===== src/rtl/irq_toggle_ctrl.sv =====
module irq_toggle_ctrl #(
  parameter int ADDR_W    = 8,
  parameter int NSRC      = 8,
  parameter logic [ADDR_W-1:0] GIE_OFS = 8'h1C,
  parameter logic [ADDR_W-1:0] STS_OFS = 8'h20,
  parameter logic [ADDR_W-1:0] ENA_OFS = 8'h28,
  parameter logic [ADDR_W-1:0] KEY_OFS = 8'h40,
  parameter logic [31:0]       KEY_VAL = 32'h0000_000A
) (
  input  logic              clk,
  input  logic              rst_n,
  input  logic              wr_en,
  input  logic [ADDR_W-1:0] addr,
  input  logic [31:0]       wdata,
  output logic [31:0]       rdata,
  input  logic [NSRC-1:0]   events,
  output logic              irq
);

  localparam int GIE_BIT = 31;

  logic [NSRC-1:0] sts_q, ena_q, ev_q, rise, tgl;
  logic            gie_q, irq_q;
  logic            wr_sts, wr_ena, wr_gie, wr_key;

  assign wr_sts = wr_en && (addr == STS_OFS);
  assign wr_ena = wr_en && (addr == ENA_OFS);
  assign wr_gie = wr_en && (addr == GIE_OFS);
  assign wr_key = wr_en && (addr == KEY_OFS) && (wdata == KEY_VAL);

  assign rise = events & ~ev_q;
  assign tgl  = wr_sts ? wdata[NSRC-1:0] : '0;

  always_ff @(posedge clk or negedge rst_n) begin
    if (!rst_n) ev_q <= '0;
    else        ev_q <= events;
  end

  always_ff @(posedge clk or negedge rst_n) begin
    if (!rst_n) begin
      sts_q <= '0;
      ena_q <= '0;
      gie_q <= 1'b0;
      irq_q <= 1'b0;
    end else if (wr_key) begin
      sts_q <= '0;
      ena_q <= '0;
      gie_q <= 1'b0;
      irq_q <= 1'b0;
    end else begin
      sts_q <= (sts_q ^ tgl) | rise;
      if (wr_ena) ena_q <= wdata[NSRC-1:0];
      if (wr_gie) gie_q <= wdata[GIE_BIT];
      irq_q <= gie_q & |(sts_q & ena_q);
    end
  end

  always_comb begin
    rdata = '0;
    if (addr == GIE_OFS)      rdata[GIE_BIT]  = gie_q;
    else if (addr == STS_OFS) rdata[NSRC-1:0] = sts_q;
    else if (addr == ENA_OFS) rdata[NSRC-1:0] = ena_q;
  end

  assign irq = irq_q;

endmodule



===== config.mk =====
export PLATFORM = sky130hd
export DESIGN_NAME = irq_toggle_ctrl
export DESIGN_NICKNAME = d
export VERILOG_FILES = /design/src/rtl/irq_toggle_ctrl.sv
export SDC_FILE = /design/constraint.sdc
export NUM_CORES = 1
export LEC_CHECK = 0
export ABC_AREA = 1
export BUFFER_PORTS_ARGS = -buffer_cell sky130_fd_sc_hd__buf_2
export CORE_MARGIN = 1
export CORE_UTILIZATION = 51
export CTS_CLUSTER_DIAMETER = 100
export DETAILED_ROUTE_END_ITERATION = 16
export GPL_ROUTABILITY_DRIVEN = 1
export PLACE_DENSITY = 0.85
export SLEW_MARGIN = 5
export SYNTH_ARGS = -nofsm -noshare
export SYNTH_HDL_FRONTEND = slang
export SYNTH_SLANG_ARGS = --single-unit
export TNS_END_PERCENT = 1

===== constraint.sdc =====
create_clock -name clk -period 2.22 [get_ports clk]
set_input_delay 0 -clock clk [delete_from_list [all_inputs] [get_ports clk]]
set_output_delay 0 -clock clk [all_outputs]
set_load 0.05 [all_outputs]

==> impl_metrics.py, run 1 <==
metrics = {
    "run_status": {
        "outcome": "completed",
    },
    "synthesis": {
        "yosysUniqueCellTypes": 26,
        "ys_warn_count": 0,
        "synthesis.area_mm2": 0.001891,
        "syn_inst": 276,
        "synth-seq-area-share_pct": 34.41,
        "ys_ff_latch": 26,
        "avgSynthCellArea_um2": 6.850,
    },
    "critical_path": {
        "path_cells": "buf_2 -> nor2_2 -> nand2_2 -> nor2_8 -> inv_2 -> o22ai_1 -> buf_2",
        "cp-start-kind": "primary input",
        "cp_data_required_time_ps": 2220,
        "r2r_cells": 6,
        "cpPeakStageDelay_ps": 290,
        "cp-end-kind": "output pin",
        "critical_path_class": "in -> out",
        "crit_top_cell": "buf_2",
        "reg2reg_slack_ps": 1240,
        "timing.rr.start": "sts_q[7]$_DFF_PN0_",
        "crit_path_start": "addr[1]",
        "cp_max_fo": 17,
        "reg2reg_to": "irq$_DFF_PN0_",
        "arrival_ps": 1330,
        "slowest_stage": "buf_2",
    },
    "timing": {
        "hold_slack_ps": 74.65,
        "slew_viol_final": 0,
        "setup_violations": 0,
        "setup_tns_ps": 0,
        "period_share_pct": 59.83,
        "timing.fmax_mhz": 752.8,
        "period_needed_ps": 1328,
        "slew_headroom_pct": 61.39,
        "hold_viol_final": 0,
        "worstMarginPinSlew_ps": 579.1,
        "rsz0062_at_grt": "false",
        "fin_skew_ps": 2.553,
        "fin_ws_ps": 891.7,
    },
    "clock_tree": {
        "clock_path_buffers": 2,
        "clkLatencyLatePin_ps": 270,
        "cts_setup_buffers": 0,
        "cts_root_buf": "clkbuf_8",
        "cts-buffers-inserted": 3,
        "clock-sinks": 26,
        "clkSlewWorstSetupHoldPaths_ps": 80,
        "hold_buffers": 9,
        "cts_tree": "done",
        "h-tree-depth": 1,
        "cts.repair.resized": 0,
    },
    "route": {
        "via_per_inst": 4.658,
        "drtPass1Iterations": 4,
        "wl_per_cell_um": 10.61,
        "drt-total-wl_um": 4129,
        "drtIter0Drc": 82,
        "drc": 0,
        "vias": 1812,
        "postRouteAntennaNets": 0,
    },
    "die": {
        "io_pins": 84,
        "start_util_pct": 54.93,
        "die_w_um": 62.89,
        "die_h_um": 62.89,
        "core_mm2": 0.003442,
        "row_count": 21,
        "die-area_mm2": 0.003955,
    },
    "placement": {
        "dp_hpwl_um": 3207,
        "place_congestion": 0.8919,
        "port_buffers": 60,
        "dp_cells": 377,
        "dp_slack_ps": 901.6,
    },
    "power_and_ir_drop": {
        "vdd_drop_max_uv": 348.2,
        "p_switching_w": 0.0003455,
        "switching_share_pct": 33.35,
        "seqPwrFrac_pct": 48.5,
        "p_leak_nw": 1.362,
        "powerDensity_mw_per_mm2": 458.9,
        "comb_power_share_pct": 26.3,
        "p_int_w": 0.0006904,
        "clkPwrFrac_pct": 25.2,
    },
    "final_layout": {
        "area_growth_syn_to_layout_pct": 19.39,
        "layout.nets": 396,
        "layout.cells.non_filler": 389,
        "drive_gt1_share_pct": 24.49,
        "diodes": 0,
    },
    "worst_hold_path": {
        "holdPathStages": 5,
        "min_from": "wdata[5]",
        "holdPathEnd": "ena_q[5]$_DFFE_PN0P_",
        "min_path_type": "in -> reg",
    },
    "grt": {
        "grt_first_pass_wirelength_um": 7141,
        "grt_pass1_vias": 1694,
        "track_usage_pct": 22.59,
        "grt_overflow_total": 0,
        "grt_start_max_net_pins": 27,
        "antenna_found_initial": 0,
    },
    "run": {
        "cap_violations": 0,
    },
}
[power by group through the flow]
stage                     clock network [W]  registers, W  logic (W)
after floorplan                           0      0.000528   0.000189
after global routing               0.000290      0.000504   0.000299
after global placement                    0      0.000510   0.000257
after CTS                          0.000266      0.000502   0.000273
final                              0.000261      0.000502   0.000273
after detailed placement                  0      0.000511   0.000261
[final cells by class]
type | count | area [um2]
tap | 46 | 57.56
fill | 322 | 1185
inverter | 56 | 210.2
clock buffer | 3 | 41.29
multi-input combinational | 189 | 907.1
timing repair buffer | 69 | 390.4
sequential | 26 | 650.6
[registers in the layout, summed over array words and instances (netlist names)]
register / count
ena_q: 8
ev_q: 8
sts_q: 8
gie_q: 1
irq: 1
[layer usage]
| metal | vias to the layer above | GRT usage, % | share of wire [%] |
|---|---|---|---|
| met5 | - | 0 | 0 |
| met1 | 800 | 27.53 | 44 |
| met4 | 0 | 6.105 | 1.3 |
| met3 | 6 | 4.197 | 5.1 |
| met2 | 61 | 40.19 | 50 |
| li1 | 945 | - | - |
[worst max-delay path by stage]
stage | endpoint | depth (start not counted)
final | rdata[3] | 7
after global placement | rdata[7] | 7
after detailed placement | rdata[3] | 7
after floorplan | rdata[31] | 2
after CTS | rdata[3] | 7
after global routing | rdata[4] | 7
[cell usage after synthesis]
library cell,instances,share of area [%]
conb_1,1,0.20
nor2_2,3,0.99
buf_6,2,1.2
nand3_1,22,5.8
nor2_4,1,0.60
nand4_1,13,4.3
nor2_1,33,6.6
a21oi_1,2,0.53
o21ai_1,8,2.1
inv_1,52,10
buf_4,23,9.1
inv_2,4,0.79
nor3_1,2,0.53
o22ai_1,3,0.99
nand2_1,62,12
nand2_4,1,0.60
nand2_2,2,0.66
dfrtp_1,26,34
nand3_4,1,0.93
o21ai_0,3,0.79
nor2_8,1,1.1
buf_2,2,0.53
nor3_4,1,0.86
nand3b_1,1,0.40
o21ai_2,5,2.3
nand3_2,2,1.1
[worst max-delay path, delay by kind of cell]
kind                   cells  cell delay, ps
and+or+nand+nor            3             580
buffers and inverters      3             530
AOI/OAI and AO/OA          1             200
[metrics by stage]
step                utilization [%]  power (W)  area [um2]
global placement              61.76  0.0007675        2126
floorplan                         -  0.0007173        1973
global route                  65.58   0.001093        2257
detailed placement            61.76  0.0007721        2126
CTS                           65.58   0.001041        2257
finish                        65.58   0.001036        2257
[kinds of logic after synthesis]
family,Yosys count,share of synthesized area [%]
buf+inv,83,21.97
simple gates,145,36.67
flops,26,34.41
other cells,1,0.1984
compound gates,21,6.750
[placed cells by master, fill, tap and decap left out, types with 4 or more instances in the layout]
cell type	count
nand2_1	62
buf_2	60
inv_1	52
nor2_1	33
dfrtp_1	26
conb_1	23
nand3_1	22
nand4_1	13
dlygate4sd3_1	9
o21ai_1	8
o21ai_2	5
inv_2	4
Power figures use the tool's default switching activity.
==> run 2, diff against run 1 <==
--- a/config.mk
+++ b/config.mk
@@ -8,11 +8,11 @@
 export ABC_AREA = 1
 export BUFFER_PORTS_ARGS = -buffer_cell sky130_fd_sc_hd__buf_2
 export CORE_MARGIN = 1
-export CORE_UTILIZATION = 51
+export CORE_UTILIZATION = 47
 export CTS_CLUSTER_DIAMETER = 100
 export DETAILED_ROUTE_END_ITERATION = 16
 export GPL_ROUTABILITY_DRIVEN = 1
-export PLACE_DENSITY = 0.85
+export PLACE_DENSITY = 0.8
 export SLEW_MARGIN = 5
 export SYNTH_ARGS = -nofsm -noshare
 export SYNTH_HDL_FRONTEND = slang
==> constraint.sdc (replaced) <==
create_clock -name clk -period 1.3 [get_ports clk]
set_input_delay 0 -clock clk [delete_from_list [all_inputs] [get_ports clk]]
set_output_delay 0 -clock clk [all_outputs]
set_load 0.05 [all_outputs]
==> run 2 against run 1 <==
Against the previous run: global-route usage decreased by 1.4 points; highest routed layer unchanged; clock skew increased by 0.55 ps; largest cell class unchanged; count of clock-buffer cells in the layout unchanged; sequential power increased by 71%; clock power increased to 2.6 times the previous value; critical path depth decreased by 4; critical endpoint is now rdata[7]; setup slack got worse by 810 ps; design area increased by 4.1%.
==> impl_metrics.py, run 2 (synthesized netlist as in run 1, its figures left out) <==
metrics = {
    "route": {
        "drtPass1Iterations": 4,
        "drtIter0Drc": 86,
        "postRouteAntennaNets": 0,
        "drt-total-wl_um": 4215,
        "via_per_inst": 4.751,
        "drc": 0,
        "vias": 1891,
        "wl_per_cell_um": 10.59,
    },
    "timing": {
        "setup_violations": 0,
        "slew_viol_final": 0,
        "hold_viol_final": 0,
        "period_needed_ps": 1218,
        "period_share_pct": 93.68,
        "hold_slack_ps": 71.96,
        "slew_headroom_pct": 61.07,
        "timing.fmax_mhz": 821.1,
        "rsz0062_at_grt": "true",
        "worstMarginPinSlew_ps": 584.0,
        "fin_ws_ps": 82.17,
        "fin_skew_ps": 3.100,
    },
    "final_layout": {
        "fillers": 356,
        "area_growth_syn_to_layout_pct": 24.29,
        "layout.nets": 402,
        "reg.largest.list": "ena_q (8), ev_q (8), sts_q (8)",
        "final_common_cell": "nand2_1",
        "mostFrequentLayoutCells": "nand2_1 (62), buf_2 (56), inv_1 (52)",
        "drive_gt1_share_pct": 26.29,
        "diodes": 0,
    },
    "critical_path": {
        "arrival_ps": 1220,
        "cp-end-kind": "output pin",
        "cp-start-kind": "flip-flop",
        "cp_max_fo": 3,
        "crit_path_start": "sts_q[7]$_DFF_PN0_",
        "critical_path_class": "reg -> out",
        "cp_data_required_time_ps": 1300,
        "timing.rr.start": "ena_q[7]$_DFFE_PN0P_",
    },
    "die": {
        "io_pins": 84,
        "die_h_um": 65.42,
        "row_count": 22,
        "core_mm2": 0.003771,
        "start_util_pct": 50.13,
        "die_w_um": 65.42,
        "die-area_mm2": 0.004280,
    },
    "power_and_ir_drop": {
        "comb_power_share_pct": 23.7,
        "seqPwrFrac_pct": 42.6,
        "p_int_w": 0.001390,
        "clkPwrFrac_pct": 33.7,
        "p_leak_nw": 1.405,
        "p_switching_w": 0.0006191,
        "vdd_drop_max_uv": 673.3,
        "power_w": 0.002009,
        "switching_share_pct": 30.81,
        "powerDensity_mw_per_mm2": 855.0,
    },
    "grt": {
        "grt_pass1_vias": 1709,
        "grt_start_max_net_pins": 27,
        "grt_overflow_total": 0,
        "grt_first_pass_wirelength_um": 7086,
        "antenna_found_initial": 0,
        "track_usage_pct": 21.19,
    },
    "run_status": {
        "outcome": "completed",
    },
    "placement": {
        "port_buffers": 60,
        "place_congestion": 0.8136,
        "dp_hpwl_um": 3201,
        "dp_slack_ps": 63.79,
    },
    "clock_tree": {
        "clkLatencyLatePin_ps": 270,
        "cts-buffers-inserted": 3,
        "clock_path_buffers": 2,
        "cts_tree": "done",
        "clock-sinks": 26,
        "clkSlewWorstSetupHoldPaths_ps": 90,
        "h-tree-depth": 1,
        "cts_root_buf": "clkbuf_8",
    },
    "worst_hold_path": {
        "min_path_type": "in -> reg",
        "min_from": "wdata[4]",
    },
    "run": {
        "cap_violations": 0,
    },
}
-- run 2: cell count changes in the layout (fill, tap and decap cells not counted), sizes merged --
cell / change
clkbuf: +4
buf: +2
bufinv: +1
-- run 2: critical path, cell delays in order, from the launching register on --
cell     delay [ps]
dfrtp_1         350
inv_1            70
o22ai_1         220
buf_2           300
-- run 2: per-layer routing --
layer / wire, um / global-route usage (%) / part of all wire [%]
met1: 1832 / 26.32 / 43
met2: 2086 / 38.14 / 49
met3: 242 / 2.604 / 5.7
met4: 54 / 5.978 / 1.3
met5: 0 / 0 / 0
-- run 2: layout make-up --
cell class	instances	area (um2)	area share [%]
Clock buffer	3	41.29	1.757
Clock inverter	1	30.03	1.278
Inverter	56	210.2	8.946
Multi-Input combinational cell	189	912.1	38.82
Sequential cell	26	650.6	27.69
Tap cell	48	60.06	2.556
Timing Repair Buffer	75	445.4	18.96
-- run 2: power by group through the flow --
stage,combinational (W),clock (W),sequential (W)
detailed placement,0.000453,0,0.000873
floorplan,0.000324,0,0.000902
finish,0.000475,0.000677,0.000857
CTS,0.000475,0.000683,0.000857
global route,0.000520,0.000709,0.000861
global placement,0.000448,0,0.000872
-- run 2: through the flow --
| step | std cells | cell area [um2] | setup TNS, ps | util [%] |
|---|---|---|---|---|
| global route | 398 | 2350 | -16.10 | 62.31 |
| CTS | 398 | 2340 | 0 | 62.04 |
| floorplan | 298 | 1978 | -309.6 | - |
| global placement | 385 | 2178 | 0 | 57.76 |
| finish | 398 | 2350 | 0 | 62.31 |
| detailed placement | 385 | 2178 | 0 | 57.76 |
-- run 2: final timing paths --
path	to	slack, ps	depth (start not counted)
hold / removal	ena_q[4]$_DFFE_PN0P_	70	5
min in group asynchronous	ev_q[3]$_DFF_PN0_	240	2
setup / recovery	rdata[7]	80	3
max in group asynchronous	sts_q[5]$_DFF_PN0_	670	2
hold reg to reg	sts_q[7]$_DFF_PN0_	580	4
setup reg to reg	irq$_DFF_PN0_	340	6
-- run 2: what timing repair did --
item / in CTS / in global routing
setup buffers: 0 / 0
hold buffers: 9 / 0
setup endpoints to repair: 0 / 4
resized for setup: 0 / 4
endpoints found under the hold margin: 34 / 0
==> run 3, diff against run 2 <==
--- a/config.mk
+++ b/config.mk
@@ -7,12 +7,15 @@
 export LEC_CHECK = 0
 export ABC_AREA = 1
 export BUFFER_PORTS_ARGS = -buffer_cell sky130_fd_sc_hd__buf_2
+export CELL_PAD_IN_SITES_DETAIL_PLACEMENT = 0
+export CELL_PAD_IN_SITES_GLOBAL_PLACEMENT = 1
 export CORE_MARGIN = 1
-export CORE_UTILIZATION = 47
+export CORE_UTILIZATION = 32
 export CTS_CLUSTER_DIAMETER = 100
 export DETAILED_ROUTE_END_ITERATION = 16
 export GPL_ROUTABILITY_DRIVEN = 1
-export PLACE_DENSITY = 0.8
+export PLACE_DENSITY_LB_ADDON = 0.1
+export REMOVE_ABC_BUFFERS = 1
 export SLEW_MARGIN = 5
 export SYNTH_ARGS = -nofsm -noshare
 export SYNTH_HDL_FRONTEND = slang
==> run 3 against run 2 <==
Against the previous run: cell count increased by 6.0%; non-clock buffer count stayed put; via count shrank 4.9%; setup slack improved by 33 ps; core utilization fell by 20 points; clock skew is 5.9 ps higher; global-route usage is 5.1 points lower; critical endpoint is now rdata[0]; largest cell class unchanged; highest routed layer unchanged.
==> impl_metrics.py, run 3 (synthesized netlist as in run 1, its figures left out) <==
metrics = {
    "final_layout": {
        "fillers": 637,
        "reg.largest.list": "ena_q (8), ev_q (8), sts_q (8)",
        "diodes": 0,
        "stdcell_area_mm2": 0.002377,
        "drive_gt1_share_pct": 26.00,
        "mostFrequentLayoutCells": "nand2_1 (62), buf_2 (55), inv_1 (52)",
        "regArea_um2": 650.6,
        "area_growth_syn_to_layout_pct": 25.74,
        "layout.nets": 402,
        "multi_input_area_um2": 907.1,
        "final_common_cell": "nand2_1",
    },
    "timing": {
        "fin_ws_ps": 115.6,
        "timing.fmax_mhz": 844.3,
        "period_share_pct": 91.11,
        "hold_viol_final": 0,
        "rsz0062_at_grt": "false",
        "worstMarginPinSlew_ps": 612.9,
        "period_needed_ps": 1184,
        "fin_skew_ps": 8.972,
        "setup_violations": 0,
        "hold_slack_ps": 65.17,
        "slew_viol_final": 0,
        "slew_headroom_pct": 59.14,
        "setup_tns_ps": 0,
    },
    "grt": {
        "grt_overflow_total": 0,
        "grt_first_pass_wirelength_um": 7783,
        "antenna_found_initial": 0,
        "grt_pass1_vias": 1660,
        "track_usage_pct": 16.12,
        "grt_start_max_net_pins": 27,
    },
    "die": {
        "start_util_pct": 33.71,
        "core_mm2": 0.005608,
        "row_count": 27,
        "io_pins": 84,
        "die-area_mm2": 0.006220,
        "die_h_um": 78.87,
        "die_w_um": 78.87,
    },
    "placement": {
        "dp_slack_ps": 61.65,
        "dp_hpwl_um": 3643,
        "place_area_mm2": 0.002203,
        "place_congestion": 0.7532,
        "port_buffers": 60,
    },
    "clock_tree": {
        "cts_tree": "done",
        "clkLatencyLatePin_ps": 270,
        "clock-sinks": 26,
        "clock_path_buffers": 2,
        "h-tree-depth": 1,
        "cts_root_buf": "clkbuf_8",
        "clkSlewWorstSetupHoldPaths_ps": 100,
        "cts-buffers-inserted": 3,
    },
    "route": {
        "vias": 1799,
        "wl_per_cell_um": 11.08,
        "via_per_inst": 4.263,
        "drtIter0Drc": 68,
        "drtPass1Iterations": 4,
        "postRouteAntennaNets": 0,
        "drc": 0,
        "drt-total-wl_um": 4677,
    },
    "power_and_ir_drop": {
        "vdd_drop_max_uv": 465.6,
        "switching_share_pct": 30.94,
        "powerDensity_mw_per_mm2": 846.1,
        "p_leak_nw": 1.402,
        "comb_power_share_pct": 23.7,
        "p_switching_w": 0.0006223,
        "p_int_w": 0.001389,
        "seqPwrFrac_pct": 42.6,
        "clkPwrFrac_pct": 33.7,
    },
    "run": {
        "cap_violations": 0,
    },
    "critical_path": {
        "arrival_ps": 1180,
        "cp_max_fo": 3,
        "cp_data_required_time_ps": 1300,
        "cp-end-kind": "output pin",
        "cp-start-kind": "flip-flop",
        "critical_path_class": "reg -> out",
    },
    "run_status": {
        "outcome": "completed",
    },
    "worst_hold_path": {
        "min_path_type": "in -> reg",
    },
}
## run 3: changes by cell type in the layout (fill, tap and decap cells not counted), sizes merged
cell,change
buf,-1
clkbuf,+1
## run 3: per-layer routing
metal | up-vias | track usage (%) | routed length [um] | share of wire (%)
li1 | 953 | - | - | -
met1 | 779 | 21.56 | 2280 | 49
met2 | 65 | 27.48 | 2095 | 45
met3 | 2 | 2.529 | 279 | 6.0
met4 | 0 | 3.273 | 21 | 0.45
met5 | - | 0 | 0 | 0
## run 3: power groups by stage
stage / Combinational, W / Sequential (W) / Clock (W)
after floorplan: 0.000260 / 0.000902 / 0
after global placement: 0.000457 / 0.000874 / 0
after detailed placement: 0.000457 / 0.000874 / 0
after CTS: 0.000479 / 0.000858 / 0.000705
after global routing: 0.000525 / 0.000863 / 0.000749
final: 0.000476 / 0.000858 / 0.000678
## run 3: final timing paths
kind / from / depth (start not counted) / slack (ps) / to
setup / recovery: sts_q[0]$_DFF_PN0_ / 3 / 120 / rdata[0]
hold / removal: wdata[2] / 5 / 70 / ena_q[2]$_DFFE_PN0P_
setup reg to reg: ena_q[7]$_DFFE_PN0P_ / 6 / 280 / irq$_DFF_PN0_
hold reg to reg: ena_q[7]$_DFFE_PN0P_ / 4 / 570 / ena_q[7]$_DFFE_PN0P_
max in group asynchronous: rst_n / 2 / 630 / sts_q[5]$_DFF_PN0_
min in group asynchronous: rst_n / 2 / 260 / ev_q[4]$_DFF_PN0_
## run 3: final cells by class
type                    count  share of cell area (%)
inverters                  56                   8.842
multi-input cells         189                   38.16
well taps                  72                   3.789
flip-flops and latches     26                   27.37
clock inverters             1                   1.263
clock buffers               3                   1.737
repair buffers             75                   18.84
## run 3: what timing repair did
item | 4_1_cts | 5_1_grt
hold buffers | 9 | 0
hold endpoints to repair | 34 | 0
gates resized for setup | 0 | 5
setup endpoints to repair | 0 | 5
buffers inserted | 0 | 0
## run 3: per-stage QoR
stage               std cells  total power, W  utilization, %
detailed placement        409        0.001331           39.29
floorplan                 271        0.001161               -
global placement          409        0.001330           39.29
global route              422        0.002137           42.39
CTS                       422        0.002042           42.17
finish                    422        0.002011           42.39
## run 3: worst max-delay path, stage by stage (launching register included)
cell and delay [ps]:
dfrtp_1 360, inv_1 70, o22ai_1 190, buf_2 300
